File: src/rtl/phy_mgmt_pkg.sv
package phy_mgmt_pkg;
  localparam int REG_W   = 16;
  localparam int ADDR_W  = 5;
  localparam int STRAP_W = 4;

  localparam logic [ADDR_W-1:0] ADDR_CTRL = 5'h00;
  localparam logic [ADDR_W-1:0] ADDR_STAT = 5'h01;
  localparam logic [ADDR_W-1:0] ADDR_ADV  = 5'h04;
  localparam logic [ADDR_W-1:0] ADDR_PART = 5'h05;

  localparam int CB_SWRST   = 15;
  localparam int CB_SPEED   = 13;
  localparam int CB_ANEN    = 12;
  localparam int CB_RESTART = 9;
  localparam int CB_DUPLEX  = 8;

  localparam int AB_100FD = 8;
  localparam int AB_100HD = 7;
  localparam int AB_10FD  = 6;
  localparam int AB_10HD  = 5;
  localparam int ABIL_W   = AB_100FD - AB_10HD + 1;

  localparam logic [4:0] SELECTOR = 5'b00001;

  typedef struct packed {
    logic suppress100;
    logic fullDup;
    logic speed100;
    logic anEnable;
  } strapSet_t;

  typedef struct packed {
    logic live;
    logic loadDefaults;
    logic swBusy;
    logic wrCtrl;
    logic wrAdv;
  } mgmtStrobes_t;
endpackage

File: src/rtl/phy_mgmt_ctrl.sv
module phy_mgmt_ctrl
  import phy_mgmt_pkg::*;
#(
  parameter int HW_RST_MIN    = 16,
  parameter int SW_RST_CYCLES = 8
) (
  input  logic              clk,
  input  logic              hwRstN,
  input  strapSet_t         strapIn,
  input  logic              regWrEn,
  input  logic [ADDR_W-1:0] regAddr,
  input  logic              swRstBit,
  output mgmtStrobes_t      st,
  output strapSet_t         dflt,
  output logic              coreRst
);
  localparam int LOW_W = $clog2(HW_RST_MIN) + 1;
  localparam int SW_W  = $clog2(SW_RST_CYCLES + 1);
  localparam logic [LOW_W-1:0] LOW_SAT = LOW_W'(HW_RST_MIN - 1);

  logic [LOW_W-1:0] lowCnt;
  logic [SW_W-1:0]  swCnt;
  strapSet_t        strapQ;
  logic             armed;
  logic             hwHold, swBusy, swStart, ctrlHit, advHit;

  assign hwHold  = !hwRstN && (lowCnt >= LOW_SAT);
  assign swBusy  = (swCnt != '0);
  assign ctrlHit = regWrEn && (regAddr == ADDR_CTRL);
  assign advHit  = regWrEn && (regAddr == ADDR_ADV);
  assign swStart = ctrlHit && swRstBit && !swBusy && !hwHold;

  // low-pulse width filter on the reset pin
  always_ff @(posedge clk) begin
    if (hwRstN)               lowCnt <= '0;
    else if (lowCnt < LOW_SAT) lowCnt <= lowCnt + 1'b1;
  end

  // software reset sequencer
  always_ff @(posedge clk) begin
    if (hwHold)       swCnt <= '0;
    else if (swStart) swCnt <= SW_W'(SW_RST_CYCLES);
    else if (swBusy)  swCnt <= swCnt - 1'b1;
  end

  // strap capture during accepted hardware reset
  always_ff @(posedge clk) begin
    if (hwHold) strapQ <= strapIn;
    armed <= armed | hwHold;
  end

  assign dflt = hwHold ? strapIn : strapQ;

  always_comb begin
    st.live         = armed;
    st.loadDefaults = hwHold || swBusy || swStart;
    st.swBusy       = swBusy;
    st.wrCtrl       = ctrlHit && !swBusy && !hwHold;
    st.wrAdv        = advHit && !swBusy && !hwHold;
  end

  assign coreRst = hwHold || swBusy;

  generate
    if (HW_RST_MIN > 1) begin : g_filterChk

      hw_filter_chk: assert property (@(posedge clk) disable iff (!armed)
        hwHold |-> $past(!hwRstN));
    end
  endgenerate


  sw_len_chk: assert property (@(posedge clk) disable iff (!armed)
    (swBusy && !hwHold) |=> (swCnt == $past(swCnt) - 1'b1));


  sw_start_chk: assert property (@(posedge clk) disable iff (!armed)
    swStart |=> swBusy);
endmodule

File: src/rtl/phy_mgmt_dp.sv
module phy_mgmt_dp
  import phy_mgmt_pkg::*;
(
  input  logic              clk,
  input  mgmtStrobes_t      st,
  input  strapSet_t         dflt,
  input  logic [ADDR_W-1:0] regAddr,
  input  logic [REG_W-1:0]  regWrData,
  input  logic              anComplete,
  input  logic              remoteFault,
  input  logic              linkUp,
  input  logic              partnerLoad,
  input  logic [REG_W-1:0]  partnerIn,
  output logic [REG_W-1:0]  regRdData,
  output logic              cfgSpeed100,
  output logic              cfgFullDuplex,
  output logic              anRestartStrobe
);
  logic              speedQ, anEnQ, duplexQ, restartQ;
  logic [ABIL_W-1:0] advQ;
  logic [REG_W-1:0]  partQ;
  logic [ABIL_W-1:0] common;
  logic [REG_W-1:0]  ctrlWord, statWord, advWord;

  always_ff @(posedge clk) begin
    if (st.loadDefaults) begin
      speedQ   <= dflt.speed100;
      anEnQ    <= dflt.anEnable;
      duplexQ  <= dflt.fullDup;
      restartQ <= 1'b0;
      advQ     <= {!dflt.suppress100, !dflt.suppress100, 2'b11};
      partQ    <= '0;
    end else begin
      restartQ <= st.wrCtrl && regWrData[CB_RESTART];
      if (st.wrCtrl) begin
        speedQ  <= regWrData[CB_SPEED];
        anEnQ   <= regWrData[CB_ANEN];
        duplexQ <= regWrData[CB_DUPLEX];
      end
      if (st.wrAdv) advQ <= regWrData[AB_100FD:AB_10HD];
      if (partnerLoad) partQ <= partnerIn;
    end
  end

  assign ctrlWord = {st.swBusy, 1'b0, speedQ, anEnQ, 2'b00, restartQ, duplexQ, 8'h00};
  assign statWord = {5'b11111, 5'b00000, anComplete, remoteFault, 1'b1, linkUp, 1'b0, 1'b1};
  assign advWord  = {7'b0000000, advQ, SELECTOR};

  always_comb begin
    case (regAddr)
      ADDR_CTRL: regRdData = ctrlWord;
      ADDR_STAT: regRdData = statWord;
      ADDR_ADV:  regRdData = advWord;
      ADDR_PART: regRdData = partQ;
      default:   regRdData = '0;
    endcase
  end

  // best common ability, highest bit wins
  assign common = advQ & partQ[AB_100FD:AB_10HD];

  always_comb begin
    cfgSpeed100   = 1'b0;
    cfgFullDuplex = 1'b0;
    if (!anEnQ) begin
      cfgSpeed100   = speedQ;
      cfgFullDuplex = duplexQ;
    end else if (anComplete) begin
      if (common[AB_100FD-AB_10HD]) begin
        cfgSpeed100   = 1'b1;
        cfgFullDuplex = 1'b1;
      end else if (common[AB_100HD-AB_10HD]) begin
        cfgSpeed100   = 1'b1;
      end else if (common[AB_10FD-AB_10HD]) begin
        cfgFullDuplex = 1'b1;
      end
    end
  end

  assign anRestartStrobe = restartQ && anEnQ;


  part_hold_chk: assert property (@(posedge clk) disable iff (!st.live)
    (!st.loadDefaults && !partnerLoad) |=> $stable(partQ));


  restart_sc_chk: assert property (@(posedge clk) disable iff (!st.live)
    (restartQ && !(st.wrCtrl && regWrData[CB_RESTART])) |=> !restartQ);


  dflt_ctrl_chk: assert property (@(posedge clk) disable iff (!st.live)
    st.loadDefaults |=> (anEnQ == $past(dflt.anEnable)) && (speedQ == $past(dflt.speed100)));


  adv_wr_chk: assert property (@(posedge clk) disable iff (!st.live)
    (st.wrAdv && !st.loadDefaults) |=> (advQ == $past(regWrData[AB_100FD:AB_10HD])));
endmodule

File: src/rtl/phy_mgmt_regs.sv
module phy_mgmt_regs
  import phy_mgmt_pkg::*;
#(
  parameter int HW_RST_MIN    = 16,
  parameter int SW_RST_CYCLES = 8
) (
  input  logic                clk,
  input  logic                hwRstN,
  input  logic [STRAP_W-1:0]  strapIn,
  input  logic                regWrEn,
  input  logic [ADDR_W-1:0]   regAddr,
  input  logic [REG_W-1:0]    regWrData,
  output logic [REG_W-1:0]    regRdData,
  input  logic                anComplete,
  input  logic                remoteFault,
  input  logic                linkUp,
  input  logic                partnerLoad,
  input  logic [REG_W-1:0]    partnerIn,
  output logic                cfgSpeed100,
  output logic                cfgFullDuplex,
  output logic                anRestartStrobe,
  output logic                coreRst
);
  mgmtStrobes_t st;
  strapSet_t    dflt;
  strapSet_t    strapBus;

  assign strapBus = strapSet_t'(strapIn);

  phy_mgmt_ctrl #(
    .HW_RST_MIN   (HW_RST_MIN),
    .SW_RST_CYCLES(SW_RST_CYCLES)
  ) u_ctrl (
    .clk     (clk),
    .hwRstN  (hwRstN),
    .strapIn (strapBus),
    .regWrEn (regWrEn),
    .regAddr (regAddr),
    .swRstBit(regWrData[CB_SWRST]),
    .st      (st),
    .dflt    (dflt),
    .coreRst (coreRst)
  );

  phy_mgmt_dp u_dp (
    .clk            (clk),
    .st             (st),
    .dflt           (dflt),
    .regAddr        (regAddr),
    .regWrData      (regWrData),
    .anComplete     (anComplete),
    .remoteFault    (remoteFault),
    .linkUp         (linkUp),
    .partnerLoad    (partnerLoad),
    .partnerIn      (partnerIn),
    .regRdData      (regRdData),
    .cfgSpeed100    (cfgSpeed100),
    .cfgFullDuplex  (cfgFullDuplex),
    .anRestartStrobe(anRestartStrobe)
  );
endmodule

File: config.mk
export PLATFORM = sky130hd
export DESIGN_NAME = phy_mgmt_regs
export DESIGN_NICKNAME = d
export VERILOG_FILES = /design/src/rtl/phy_mgmt_pkg.sv /design/src/rtl/phy_mgmt_ctrl.sv /design/src/rtl/phy_mgmt_dp.sv /design/src/rtl/phy_mgmt_regs.sv
export SDC_FILE = /design/constraint.sdc
export NUM_CORES = 1
export LEC_CHECK = 0
export BUFFER_PORTS_ARGS = -buffer_cell sky130_fd_sc_hd__buf_2
export CORE_MARGIN = 5
export CORE_UTILIZATION = 50
export DETAILED_ROUTE_END_ITERATION = 16
export GPL_TIMING_DRIVEN = 0
export HOLD_SLACK_MARGIN = 0.08
export PLACE_DENSITY = 0.81
export SLEW_MARGIN = 20
export SYNTH_ARGS = -nofsm -noshare
export SYNTH_HDL_FRONTEND = slang
export SYNTH_SLANG_ARGS = --single-unit
File: constraint.sdc
create_clock -name clk -period 3.6 [get_ports clk]
set_input_delay 0.54 -clock clk [delete_from_list [all_inputs] [get_ports clk]]
set_output_delay 0.54 -clock clk [all_outputs]
set_load 0.01 [all_outputs]
-- After elaboration in Yosys (flattened, before gate mapping)
Index checks and enable logic that the tools add are counted.
Widths: inputs -> output; s select.
- register bits: 37
- input bits: 48
- output and inout port bits: 20
- word-level logic and storage cells: 67
- add/sub/neg operators: 2
- $lt $le $gt $ge: 2
- equality and inequality tests: 3
- multiplexer cells: 21
- bitwise logic cells: 1
- reduce and logical (&&, ||, !) cells: 24
- operators by type and width (cell ; count):
    $pmux 16 s4 ; 1
    $mux 4 ; 5
    $mux 1 ; 15
    $logic_and 1x1->1 ; 12
    $eq 5x3->1 const B ; 2
    $reduce_bool 2->1 ; 3
    $add 5x1->5 const B ; 1
    $eq 5x1->1 const B ; 1
    $ge 5x4->1 const B ; 1
    $logic_not 5->1 ; 1
    $lt 5x4->1 const B ; 1
    $and 4x4->4 ; 1
    $logic_not 1->1 ; 4
    $reduce_bool 4->1 ; 1
    $sub 4x1->4 const B ; 1
    $logic_or 1x1->1 ; 2
    $reduce_or 2->1 ; 1

-- Longest topological paths before layout
- word-level depth: 7
- depth in mapped cells: 9
- gate-level depth less buffers: 7

-- Hierarchy
From an unflattened synthesis, not the netlist that was laid out.
- cells, all modules: 208
- area total of the unflattened synthesis: 1958.1 sq um
- modules (own cells, without submodules) (module ; times used ; cells an instance ; area an instance (sq um)):
    phy_mgmt_dp ; 1 ; 136 ; 1243.7
    phy_mgmt_ctrl ; 1 ; 72 ; 714.4

-- Worst setup path after synthesis
Ideal clock, no wire load.
- kind: input -> register
- start point: input port regAddr[0]
- end point: register u_dp.anEnQ, data pin
- library setup time: 260 ps
- arrival: 2000 ps
- data required time: 3340 ps
- path slack: 1340 ps
- stages on the path: 6
- path through: or4_1 -> buf_2 -> o31ai_4 -> or2_1 -> buf_6 -> mux2_4
- word-level cells in the longest chain between the ends: 7
- RTL lines (item ; RTL line ; source):
    start, declared ; phy_mgmt_regs.sv:11 ; input logic [ADDR_W-1:0] regAddr,
    $logic_not 5->1 ; phy_mgmt_ctrl.sv:29 ; assign ctrlHit = regWrEn && (regAddr == ADDR_CTRL);
    $logic_and 1x1->1 ; phy_mgmt_ctrl.sv:29 ;
    $logic_and 1x1->1 (3 in series) ; phy_mgmt_ctrl.sv:31 ; assign swStart = ctrlHit && swRstBit && !swBusy && !hwHold;
    $logic_or 1x1->1 ; phy_mgmt_ctrl.sv:56 ; st.loadDefaults = hwHold || swBusy || swStart;
    $mux 1 ; phy_mgmt_dp.sv:26 ; if (st.loadDefaults) begin
    end signal, assigned ; phy_mgmt_dp.sv:28 ; anEnQ <= dflt.anEnable;
    end signal, assigned ; phy_mgmt_dp.sv:37 ; anEnQ <= regWrData[CB_ANEN];
    end, declared ; phy_mgmt_dp.sv:19 ; logic speedQ, anEnQ, duplexQ, restartQ;
No other way between the ends.
A chain may end at the register's enable or synchronous reset.

-- Final worst setup path
- start point: register u_ctrl.lowCnt[0]
- end point: output port coreRst
- word-level cells in the longest chain between the ends: 3
- RTL lines (item ; RTL line ; source):
    start, declared ; phy_mgmt_ctrl.sv:21 ; logic [LOW_W-1:0] lowCnt;
    start signal, assigned ; phy_mgmt_ctrl.sv:36 ; else if (lowCnt < LOW_SAT) lowCnt <= lowCnt + 1'b1;
    $ge 5x4->1 ; phy_mgmt_ctrl.sv:27 ; assign hwHold = !hwRstN && (lowCnt >= LOW_SAT);
    $logic_and 1x1->1 ; phy_mgmt_ctrl.sv:27 ;
    $logic_or 1x1->1 ; phy_mgmt_ctrl.sv:62 ; assign coreRst = hwHold || swBusy;
    end, declared ; phy_mgmt_regs.sv:22 ; output logic coreRst
No other way between the ends.

==> results_dict.tcl <==
set metrics [dict create \
    status "finished, final reports clean" \
    io_pins 68 \
    relSlewSlack_pct 54.87 \
    r2r_start "u_ctrl.lowCnt[0]$_SDFFE_PP0P_" \
    grt_pass1_wl_um 6817 \
    core_area_um2 3390 \
    yosys_register_bits 37 \
    area_delta_synth_final_pct 22.31 \
    tightest_slew_ns 0.6770 \
    rsz0062_at_grt "false" \
    tns_ns 0 \
    drc 0 \
    maxSlewViolCount 0 \
    worst_setup_path_end_kind "output pin" \
    overflow 0 \
    cp.arrival_ns 2.11 \
    setup_violations 0 \
    required_ns 3.06 \
    ctsResizeCount 0 \
    cts.sinks 37 \
    finalCritPeriodShare_pct 73.59 \
    track_usage_pct 17.66 \
    cts_tree "built" \
    synth_fa_ha_area_share_pct 2.797 \
    nets 306 \
    die_area_um2 4875 \
    synthXorXnorAreaFrac_pct 1.469 \
    numCtsBuffers 5 \
    worst-setup-path-type "reg -> out" \
    cts_setup_buffers 0 \
    grt_max_degree 12 \
    cap_viol_max_count 0 \
    clk_pin_slew_ns 0.11 \
    p_leak_uw 0.001027 \
    start_util_pct 52.79 \
    insertedDiodeCount 0 \
    synth.area.mux_share_pct 15.66 \
    hp-start "regWrData[15]" \
    wirelength_um 4059 \
    synth_compound_area_share_pct 11.96 \
    max_freq_mhz 377.5 \
    wl_per_cell_um 13.49 \
    vias 1546 \
    ir_drop_mv 0.2844 \
    synthDistinctLibCells 42 \
    avgSynthCellArea_um2 9.467 \
    hpwl_um 3186 \
    final_util_pct 64.56 \
    synthesis.area_um2 1789 \
    dr.pass1.iters 4 \
    grt_pass1_vias 1480 \
    critPathTopFamily "flip-flops" \
    rows 21 \
    via_per_inst 5.136 \
    drt_iter0_drc 86 \
    synth-simple-area-share_pct 18.25 \
    cp-start-kind "flop" \
    cts-hold-fix-buffers 0 \
    antenna_found_initial 0 \
    fp.dieW_um 69.82 \
    synth_top_family_by_area "simple AND/OR/NAND/NOR gates" \
    n_fill_cell 319 \
    die_h_um 69.82 \
    finalHoldViolations 0 \
    critPathMostFrequentCell "ha_1" \
    portBuffers 58 \
    clk_latency_ns 0.35 \
    critPathSlowestCell "dfxtp_1" \
    critPathLaunch "u_ctrl.lowCnt[0]$_SDFFE_PP0P_" \
    crit_chain "ha_1 > and3_1 > ha_1 > nor2_1 > a21oi_1 > buf_6 > nand2b_1 > buf_2" \
    crit_buf_inv 2 \
    multi_input_area_um2 897.1 \
    critPathMaxStageDelay_ns 0.44 \
    drtAntennaViolNets 0 \
    cts.path.max_buffers 2 \
    cp_max_fo 10 \
    gp_congestion 0.8100 \
    final-seq-area_um2 790.8 \
    drive_gt1_share_pct 31.37 \
    min_period_ns 2.649 \
    fin_skew_ns 0.009142 \
    hold_path_class "in -> reg" \
    ys_warn_count 0 \
    cts_root_buffer "clkbuf_4" \
    ys_seq_area_share_pct 44.20 \
    htreeDepth 2 \
    synth_nets 241 \
    synth_cells 189 \
    p_per_area_nw_per_um2 556.0 \
    rrSetupSlack_ns 1.31 \
]
[kinds of logic (layout without fill, tap and decap cells)]
family / Yosys count / in the layout
multiplexers: 26 / 26
AO/OA/AOI/OAI: 29 / 29
buffers and inverters: 20 / 86
XOR/XNOR: 3 / 3
flip-flops: 37 / 37
adder cells (fa/ha/maj): 4 / 4
AND/OR/NAND/NOR: 70 / 70
[worst paths after layout]
path | end | cells past startpoint
setup reg to reg | u_dp.speedQ$_DFFE_PP_ | 8
hold reg to reg | u_ctrl.strapQ[0]$_DFF_P_ | 1
hold / removal | u_dp.restartQ$_SDFF_PP0_ | 2
setup / recovery | coreRst | 8
[synth_stat cells (all sizes together)]
cell | n | share of area, %
nor2 | 33 | 6.9
dfxtp | 32 | 36
mux2i | 19 | 11
nand2 | 13 | 2.7
inv | 12 | 2.5
a21oi | 7 | 2.0
mux2 | 7 | 5.0
edfxtp | 5 | 8.4
nand3 | 5 | 1.4
buf | 4 | 1.7
clkbuf | 4 | 1.4
ha | 4 | 2.8
nor3 | 4 | 1.1
o22ai | 4 | 1.4
a22o | 3 | 1.5
and2 | 3 | 1.0
nand2b | 3 | 1.0
o21ai | 3 | 0.84
o31ai | 3 | 2.0
a41oi | 2 | 0.98
o2bb2ai | 2 | 0.98
xnor2 | 2 | 0.98
a211oi | 1 | 0.42
a221o | 1 | 0.56
a221oi | 1 | 0.49
a31oi | 1 | 0.35
a32oi | 1 | 0.49
and3 | 1 | 0.35
and3b | 1 | 0.56
nand4 | 1 | 0.35
nand4b | 1 | 0.49
nor3b | 1 | 0.70
nor4 | 1 | 0.35
or2 | 1 | 0.35
or3 | 1 | 0.42
or4 | 1 | 0.42
xor2 | 1 | 0.49
[layout make-up]
class / count / area share [%]
repair buffers: 58 / 13.26
inverters: 12 / 2.058
clock inverters: 2 / 0.4574
well taps: 46 / 2.630
multi-input cells: 132 / 40.99
clock buffers: 6 / 1.887
flip-flops and latches: 37 / 36.13
plain buffers: 8 / 2.573
[registers in the layout, indices dropped and copies added (netlist names)]
| register | cells |
|---|---|
| u_dp.duplexQ | 1 |
| u_ctrl.strapQ | 4 |
| u_ctrl.swCnt | 4 |
| u_dp.advQ | 4 |
| u_ctrl.lowCnt | 5 |
| u_dp.anEnQ | 1 |
| u_dp.partQ | 16 |
| u_dp.speedQ | 1 |
| u_dp.restartQ | 1 |
[per-stage QoR]
step | instance area [um2] | power, uW | hold WS, ns | setup WS (ns) | cells
2_1_floorplan | 1789 | 901.1 | 0.4386 | 1.340 | 189
3_3_place_gp | 2137 | 1000 | 0.4565 | 1.037 | 293
6_report | 2188 | 1217 | 0.3800 | 0.9509 | 301
4_1_cts | 2188 | 1228 | 0.3601 | 0.9276 | 301
3_5_place_dp | 2137 | 1019 | 0.4648 | 1.040 | 293
5_1_grt | 2188 | 1307 | 0.3678 | 0.7571 | 301
[power by group]
part	internal, uW	switching, uW	total, uW
clock network	74.3	136	211
logic	200	206	405
registers	536	65.1	601
[layer usage]
layer / wire length, um / GRT usage [%] / vias up
li1: - / - / 797
met3: 292 / 6.232 / 10
met2: 1850 / 27.07 / 50
met1: 1801 / 21.76 / 689
met5: 0 / 0 / -
met4: 115 / 8.936 / 0
[layout by cell type, fill, tap and decap left out, drive strengths merged, types with 3 or more instances in the layout]
master and n:
buf 62, nor2 33, dfxtp 32, mux2i 19, nand2 13, inv 12, clkbuf 10, a21oi 7
mux2 7, nand3 5, edfxtp 5, nor3 4, o22ai 4, ha 4, a22o 3, and2 3
o21ai 3, nand2b 3, o31ai 3
(Power assumes the default switching activity.)
